File: config.mk
export PLATFORM = sky130hd
export DESIGN_NAME = qm_frac_div
export DESIGN_NICKNAME = d
export VERILOG_FILES = /design/src/rtl/qmd_pkg.sv /design/src/rtl/qmd_cfg_hold.sv /design/src/rtl/qmd_frac_acc.sv /design/src/rtl/qmd_mod_count.sv /design/src/rtl/qm_frac_div.sv
export SDC_FILE = /design/constraint.sdc
export NUM_CORES = 1
export LEC_CHECK = 0
export CORE_ASPECT_RATIO = 0.8
export CORE_UTILIZATION = 35
export CTS_BUF_LIST = sky130_fd_sc_hd__clkbuf_2
export DETAILED_ROUTE_END_ITERATION = 8
export PLACE_DENSITY = 0.6
export SETUP_SLACK_MARGIN = 0.05
export SLEW_MARGIN = 0
export SYNTH_ARGS = -nofsm -noshare
export SYNTH_HDL_FRONTEND = slang
export SYNTH_SLANG_ARGS = --single-unit
File: constraint.sdc
create_clock -name clk -period 6.9 [get_ports clk]
set_clock_uncertainty 0.15 [all_clocks]
set_input_delay 1.38 -clock clk [delete_from_list [all_inputs] [get_ports clk]]
set_output_delay 1.38 -clock clk [all_outputs]
set_load 0.02 [all_outputs]
File: src/rtl/qmd_pkg.sv
package qmd_pkg;
    localparam int CW  = 11;   // main count width
    localparam int ABW = 2;    // A and B count width
    localparam int FW  = 4;    // fraction width
    localparam int PCW = 5;    // prescaler cycle counter width

    typedef struct packed {
        logic [CW-1:0]  c;
        logic [ABW-1:0] b;
        logic [ABW-1:0] a;
        logic           p16;
        logic           fen;
        logic           m16;
        logic [FW-1:0]  num;
    } div_cfg_t;

    typedef struct packed {
        logic swallow;
        logic plus4;
        logic plus1;
    } mode_t;

    localparam div_cfg_t CFG_DEFAULT = '{c: CW'(3), b: '0, a: '0, p16: 1'b0,
                                         fen: 1'b0, m16: 1'b1, num: '0};

    function automatic logic [PCW-1:0] base_mod(input logic p16);
        return p16 ? PCW'(16) : PCW'(8);
    endfunction

    function automatic logic [FW:0] frac_mod(input logic m16);
        return m16 ? (FW+1)'(2**FW) : (FW+1)'(2**FW - 1);
    endfunction

    function automatic logic cfg_legal(input div_cfg_t k);
        logic [ABW-1:0] hi;
        hi = (k.a > k.b) ? k.a : k.b;
        return (k.c >= CW'(3)) && (k.c >= CW'(hi) + CW'(2)) &&
               !(k.fen && !k.m16 && (&k.num));
    endfunction
endpackage

File: src/rtl/qmd_cfg_hold.sv
module qmd_cfg_hold
    import qmd_pkg::*;
(
    input  logic     clk,
    input  logic     rst,
    input  logic     bound,
    input  div_cfg_t cfg_in,
    output div_cfg_t cfg_q,
    output div_cfg_t cfg_nxt,
    output logic     err_q
);
    logic legal;

    always_comb begin
        legal = cfg_legal(cfg_in);
        if (legal)     cfg_nxt = cfg_in;
        else if (rst)  cfg_nxt = CFG_DEFAULT;
        else           cfg_nxt = cfg_q;
    end

    always_ff @(posedge clk) begin
        if (rst || bound) begin
            cfg_q <= cfg_nxt;
            err_q <= !legal;
        end
    end
endmodule

File: src/rtl/qmd_frac_acc.sv
module qmd_frac_acc
    import qmd_pkg::*;
(
    input  logic          clk,
    input  logic          rst,
    input  logic          bound,
    input  div_cfg_t      cfg_nxt,
    output logic [FW-1:0] acc_q,
    output logic          extra_q
);
    logic [FW:0] sum;
    logic [FW:0] modv;
    logic        ovf;

    always_comb begin
        sum  = {1'b0, acc_q} + {1'b0, cfg_nxt.num};
        modv = frac_mod(cfg_nxt.m16);
        ovf  = (sum >= modv);
    end

    always_ff @(posedge clk) begin
        if (rst) begin
            // first period counts as an addition without overflow
            acc_q   <= cfg_nxt.fen ? cfg_nxt.num : '0;
            extra_q <= 1'b0;
        end else if (bound) begin
            if (!cfg_nxt.fen) begin
                acc_q   <= '0;
                extra_q <= 1'b0;
            end else begin
                acc_q   <= ovf ? FW'(sum - modv) : FW'(sum);
                extra_q <= ovf;
            end
        end
    end
endmodule

File: src/rtl/qmd_mod_count.sv
module qmd_mod_count
    import qmd_pkg::*;
(
    input  logic     clk,
    input  logic     rst,
    input  div_cfg_t cfg_q,
    input  logic     extra_q,
    output logic     bound,
    output mode_t    mode,
    output logic     pulse_q
);
    logic [CW-1:0]  idx_q;
    logic [PCW-1:0] pre_q;
    logic [PCW-1:0] len;
    logic           last_pre;
    logic           last_idx;

    always_comb begin
        mode.plus1   = (idx_q < CW'(cfg_q.a));
        mode.plus4   = (idx_q < CW'(cfg_q.b));
        mode.swallow = extra_q && (idx_q == '0);
        len = base_mod(cfg_q.p16) + PCW'(mode.plus1) + PCW'({mode.plus4, 2'b00})
              + PCW'(mode.swallow);
        last_pre = (pre_q == len - PCW'(1));
        last_idx = (idx_q == cfg_q.c - CW'(1));
        bound    = last_pre && last_idx && !rst;
    end

    always_ff @(posedge clk) begin
        if (rst) begin
            pre_q   <= '0;
            idx_q   <= '0;
            pulse_q <= 1'b0;
        end else begin
            pulse_q <= bound;
            if (last_pre) begin
                pre_q <= '0;
                idx_q <= last_idx ? '0 : idx_q + CW'(1);
            end else begin
                pre_q <= pre_q + PCW'(1);
            end
        end
    end
endmodule

File: src/rtl/qm_frac_div.sv
module qm_frac_div
    import qmd_pkg::*;
(
    input  logic          clk,
    input  logic          rst,
    input  logic [CW-1:0] c_word,
    input  logic [ABW-1:0] b_word,
    input  logic [ABW-1:0] a_word,
    input  logic [FW-1:0] frac_num,
    input  logic          frac_mod16,
    input  logic          pre_sel16,
    input  logic          frac_en,
    output logic          div_pulse,
    output logic [2:0]    mode_ctl,
    output logic          cfg_err
);
    div_cfg_t      cfg_in;
    div_cfg_t      cfg_q;
    div_cfg_t      cfg_nxt;
    logic          prd_end;
    logic [FW-1:0] acc_q;
    logic          extra_q;
    mode_t         mode;

    always_comb begin
        cfg_in = '{c: c_word, b: b_word, a: a_word, p16: pre_sel16,
                   fen: frac_en, m16: frac_mod16, num: frac_num};
        mode_ctl = mode;
    end

    qmd_cfg_hold u_cfg (
        .clk(clk), .rst(rst), .bound(prd_end), .cfg_in(cfg_in),
        .cfg_q(cfg_q), .cfg_nxt(cfg_nxt), .err_q(cfg_err)
    );

    qmd_frac_acc u_acc (
        .clk(clk), .rst(rst), .bound(prd_end), .cfg_nxt(cfg_nxt),
        .acc_q(acc_q), .extra_q(extra_q)
    );

    qmd_mod_count u_cnt (
        .clk(clk), .rst(rst), .cfg_q(cfg_q), .extra_q(extra_q),
        .bound(prd_end), .mode(mode), .pulse_q(div_pulse)
    );
endmodule

; ---- After elaboration in Yosys (flattened, before gate mapping)
; Index checks and enable logic that the tools add are counted.
[totals]
register_bits = 45
output_inout_bits = 5
word_cells = 61
inputBits = 24
[op_classes]
add_sub_neg = 10
eq_ne = 2
reduce_logical = 18
n_lt_le_gt_ge = 6
mux = 12
[ops]
columns = op, count
row1 = two-way mux 22 bit, 2
row2 = < comparator 11 x 2 -> 1 bit, 2
row3 = two-way mux 4 bit, 5
row4 = adder 11 x 1 -> 11 bit (second input constant), 1
row5 = == test 11 bit, 1
row6 = >= comparator 11 bit, 1
row7 = >= comparator 11 x 2 -> 1 bit (second input constant), 1
row8 = logical NOT 11 bit, 1
row9 = two-way mux 11 bit, 1
row10 = subtractor 11 x 1 -> 11 bit (second input constant), 1
row11 = adder 5 x 1 -> 5 bit, 2
row12 = two-way mux 5 bit, 2
row13 = logical AND 1 bit, 7
row14 = adder 4 x 4 -> 5 bit, 1
row15 = adder 5 x 1 -> 5 bit (second input constant), 1
row16 = adder 5 x 3 -> 5 bit, 1
row17 = == test 5 bit, 1
row18 = >= comparator 5 bit, 1
row19 = subtractor 5 x 1 -> 5 bit (second input constant), 1
row20 = logical NOT 1 bit, 4
row21 = AND reduction 4 bit, 1
row22 = nonzero test 2 bit, 2
row23 = subtractor 4 bit, 1
row24 = adder 2 x 2 -> 3 bit (second input constant), 1
row25 = 6 further kinds, 6

; ---- Logic depth before layout (Yosys ltp)
[logic_depth]
ltp_word = 13
mapped_depth = 22
mapped_depth_nobuf = 22

; ---- Hierarchy
; A second synthesis with hierarchy kept.
[hier_totals]
cells_unflattened = 379
area_unflattened_um2 = 3503.4
[modules_own_cells]
columns = module, area_each_um2, instances, seq_area_each_um2, cells_each
row1 = qmd_mod_count, 1594.0, 1, 340.3, 199
row2 = qmd_cfg_hold, 1305.0, 1, 690.7, 115
row3 = qmd_frac_acc, 604.3, 1, 140.1, 65

; ---- Worst setup path before layout
; Ideal clock, no wire load.
[synth_timing]
path_type = input -> register
from = input port b_word[1]
to = register u_acc.acc_q[2] (data pin)
path_slack_ps = 951
setup_ps = 269
path_buffers = 0
t_arrival_ps = 5529
required_ps = 6481
cell_stages = 21
cell_sequence = inv_1 -> ha_1 -> o22ai_1 -> mux2_2 -> ha_1 -> nand2b_1 -> a211oi_1 -> or3_1 -> a31oi_1 -> nor2_1 -> a22o_1 -> ha_1 -> fa_1 -> a21o_1 -> a21o_1 -> ha_1 -> nand2_1 -> o21ai_1 -> mux2i_1 -> mux2_2 -> nor2_1
[synth_rtl]
columns = element, line_no
row1 = start: declaration, qm_frac_div.sv:7  ; input logic [ABW-1:0] b_word,
row2 = end signal: assignment, qmd_frac_acc.sv:24  ; acc_q <= cfg_nxt.fen ? cfg_nxt.num : '0;
row3 = end signal: assignment, qmd_frac_acc.sv:31  ; acc_q <= ovf ? FW'(sum - modv) : FW'(sum);
row4 = end: declaration, qmd_frac_acc.sv:8  ; output logic [FW-1:0] acc_q,

==> out/results.tsv <==
stage	metric	value	unit
logic_synthesis	Yosys top cell area share	0.2594	
setup_path	Cell Chain, Critical Path	clkdlybuf4s50_1, inv_1, ha_1, inv_1, o22ai_1, mux2_2, ha_1, nand2b_1, a211oi_1, or3_1, a31oi_2, buf_4, o21ai_0, inv_1, ha_1, nand2b_1, a21o_1, a21oi_1, o21ai_1, mux2i_1, mux2_2, nor2_1	
logic_synthesis	share of flip-flops with an asynchronous set or reset	0	
setup_path	R2R depth	11	
logic_synthesis	syn_area_per_cell	9.193	um2
power	Comb pwr share	0.261	
power	Peak VDD IR	0.08358	mV
floorplanning	chip width	107.7	um
clocking	CTS Hold Bufs	0	
power	clock group share of total power	0.243	
placed_design	placed wire-length estimate	5.241	mm
clocking	Setup Buffers After CTS	0	
flow_run	max-cap violations	0	
logic_synthesis	register area share after synthesis	0.3747	
routing	Initial DRC Count	116	
setup_path	slowest CP cell	o21ai_0	
logic_synthesis	Mapped Area	3125	um2
setup_path	delay-heaviest family, CP	compound AO/OA/AOI/OAI gates	
grt	Total Routing Usage GR	0.1610	
setup_path	Critical Path AT	6.32	ns
routing	vias post-DR	2504	
placed_design	Place WS	0.1512	ns
floorplanning	Core Region	8558	um2
clocking	maximum buffer depth of the clock tree	2	
power	internal cell power	444.4	uW
setup_path	Worst R2R Setup Slack	2.51	ns
grt	grt total ovfl	0	
clocking	total CTS buffers	5	
logic_synthesis	net count after synthesis	389	
setup_path	crit start category	input port	
clocking	CTS tree	done	
power	Leak	0.001413	uW
worst_hold_path	Hold EP	u_cnt.idx_q[0]	
grt	largest net degree at the start of global routing	41	
routing	final wirelength	6.810	mm
worst_hold_path	hold path start	u_cnt.idx_q[0]	
clocking	clk slew on worst S/H paths	0.22	ns
final_layout	Cell Count, Final, Fillers Out	481	
logic_synthesis	Gate Count Post-Synth	340	
logic_synthesis	Post-synth top cells	edfxtp_1 (27), nand2_1 (26), ha_1 (23), nor2_1 (23), inv_1 (22)	
logic_synthesis	Most used DFF post-synth	edfxtp_1	
floorplanning	Placement Rows	30	
logic_synthesis	leading area contributor after synthesis	edfxtp_1	
clocking	Clock Latency Late Sink	0.42	ns
placed_design	# placed instances	473	
status	status	completed	
setup_path	CP Capture Type	flip-flop	
power	switch share	0.2942	
final_layout	design area	3601	um2
power	Sequential Power Share	0.496	
sta	Final period util	0.9102	
setup_path	CP bufs+invs	5	
setup_path	Critical Path RT	6.94	ns
sta	Final min period	6.280	ns
clocking	CTS sink count	45	
sta	setup ws final	0.6195	ns
sta	Least-Margin Pin Slew	0.7657	ns
worst_hold_path	hold path cells	2	
sta	RSZ-0062 raised after global routing	false	
logic_synthesis	most common cell in the netlist	edfxtp_1	
routing	WL/cell	14.16	um
grt	first-pass GRT wire length	11.83	mm
grt	vias in the first global route	2435	
clocking	# H-tree levels	2	
power	Cell Pwr Density	174.9	nW/um2
logic_synthesis	synth warn	0	
final_layout	fraction of layout cells with a size suffix above 1	0.07046	
final_layout	Nets	417	
logic_synthesis	#FFs+latches synth	45	
sta	number of endpoints failing setup at the final stage	0	
power	Psw	185.2	uW
routing	post-route ant nets	0	
floorplanning	Starting Density	0.3652	
setup_path	CP Class	in2reg	
sta	max-slew violations	0	
setup_path	reg-to-reg endpoint	u_acc.acc_q[3]	
setup_path	crit path max fanout	16	
placed_design	PortBufs	28	
clocking	root buffer cell	clkbuf_2	
logic_synthesis	synth top area cells	edfxtp_1 (26%), dfxtp_1 (12%), ha_1 (9.2%)	
sta	sum of negative setup slack	0	ns
final_layout	Area growth syn-to-layout	15.21	%
routing	iteration count of the initial detailed-routing pass	4	
clocking	CTS resizes	0	
placed_design	Placer Congestion	0.7816	
worst_hold_path	worst hold path class	reg2reg	
final_layout	Antenna Cells	0	
floorplanning	die area	9314	um2
floorplanning	# IOs	29	
setup_path	largest stage delay on the critical path	0.63	ns
logic_synthesis	Post-synth EDFFs	27	
routing	Remaining DRCs	0	
placed_design	placed cell area	3532	um2
sta	Worst slew margin	0.4842	
sta	FMAX	159.2	MHz
sta	final hold violation count	0	
setup_path	R2R Path Start	u_cnt.idx_q[6]	
grt	initial antenna violation count	0	
floorplanning	Die Y	86.52	um
routing	drt via density	5.206	
logic_synthesis	synth unique cells	52	
[per-layer routing]
| metal | up-vias | part of all wire | GRT usage |
|---|---|---|---|
| li1 | 1272 | - | - |
| met1 | 1169 | 0.53 | 0.2455 |
| met2 | 54 | 0.42 | 0.2314 |
| met3 | 9 | 0.040 | 0.02932 |
| met4 | 0 | 0.013 | 0.04110 |
| met5 | - | 0 | 0 |
[layout make-up]
cell class | instances | area (um2)
Fill cell | 873 | 4957
Timing Repair Buffer | 32 | 310.3
Inverter | 22 | 82.58
Sequential cell | 45 | 1171
Clock inverter | 2 | 38.79
Tap cell | 112 | 140.1
Clock buffer | 6 | 30.03
Multi-Input combinational cell | 262 | 1828
[tightest hold or removal path, cell delays in order (launching register included)]
cell,delay (ns)
dfxtp_1,0.40
nand2_1,0.07
a21oi_1,0.05
[stage by stage]
stage                     utilization  hold slack, ns  total power (uW)
after floorplan                     -          0.3245             434.5
after global placement         0.4127          0.3593             478.3
after detailed placement       0.4127          0.3646             483.0
after CTS                      0.4208          0.3895             634.6
after global routing           0.4208          0.4372             669.5
final                          0.4208          0.3847             629.7
[how the worst max path moves through the flow]
| stage | slack [ns] | endpoint | cells past startpoint | startpoint |
|---|---|---|---|---|
| 2_1_floorplan | 0.95 | u_acc.acc_q[2] | 21 | b_word[1] |
| 3_3_place_gp | 0.33 | u_acc.acc_q[2] | 22 | a_word[0] |
| 3_5_place_dp | 0.15 | u_acc.acc_q[2] | 22 | a_word[0] |
| 4_1_cts | 0.63 | u_acc.acc_q[2] | 22 | a_word[0] |
| 5_1_grt | 0.28 | u_acc.acc_q[2] | 22 | a_word[1] |
| 6_report | 0.62 | u_acc.acc_q[2] | 22 | a_word[0] |
[cell usage in the layout (no fill, tap or decap), types with 5 or more instances in the layout]
master           synthesis  final
o21ai_1                  8      8
nand3_1                 21     21
nor2b_1                 15     15
nor3_1                  12     12
xnor2_1                 16     16
nand2_1                 26     26
edfxtp_1                27     27
nor4_1                   7      7
dfxtp_1                 18     18
o21ai_0                  6      6
xor2_1                   7      7
inv_1                   22     22
nor2_1                  23     23
clkdlybuf4s50_1          0     28
and2_1                  10     10
nand2b_1                11     11
o211ai_1                 5      5
clkbuf_2                 0      6
a21oi_1                 15     15
a21o_1                   5      5
ha_1                    23     23
[sequential cells by signal, summed over array words and instances (netlist names)]
register / cells
u_cnt.pre_q: 5
u_acc.acc_q: 4
u_cfg.err_q: 1
u_cnt.pulse_q: 1
u_acc.extra_q: 1
u_cfg.cfg_q: 22
u_cnt.idx_q: 11
[kinds of logic after synthesis]
kind of cell             Yosys count  share of synthesized area
XOR/XNOR                          24                    0.07166
AO/OA/AOI/OAI                     61                     0.1301
multiplexers                       8                    0.02722
buffers and inverters             33                    0.04243
adder cells (fa/ha/maj)           25                     0.1049
AND/OR/NAND/NOR                  144                     0.2490
flip-flops                        45                     0.3747
[power by group through the flow]
stage | Clock (uW) | Combinational (uW) | Sequential (uW)
3_3_place_gp | 0 | 160 | 318
5_1_grt | 170 | 185 | 315
3_5_place_dp | 0 | 165 | 318
2_1_floorplan | 0 | 119 | 315
4_1_cts | 157 | 165 | 313
6_report | 153 | 164 | 313
No activity file was read; power rests on OpenSTA's default activity.
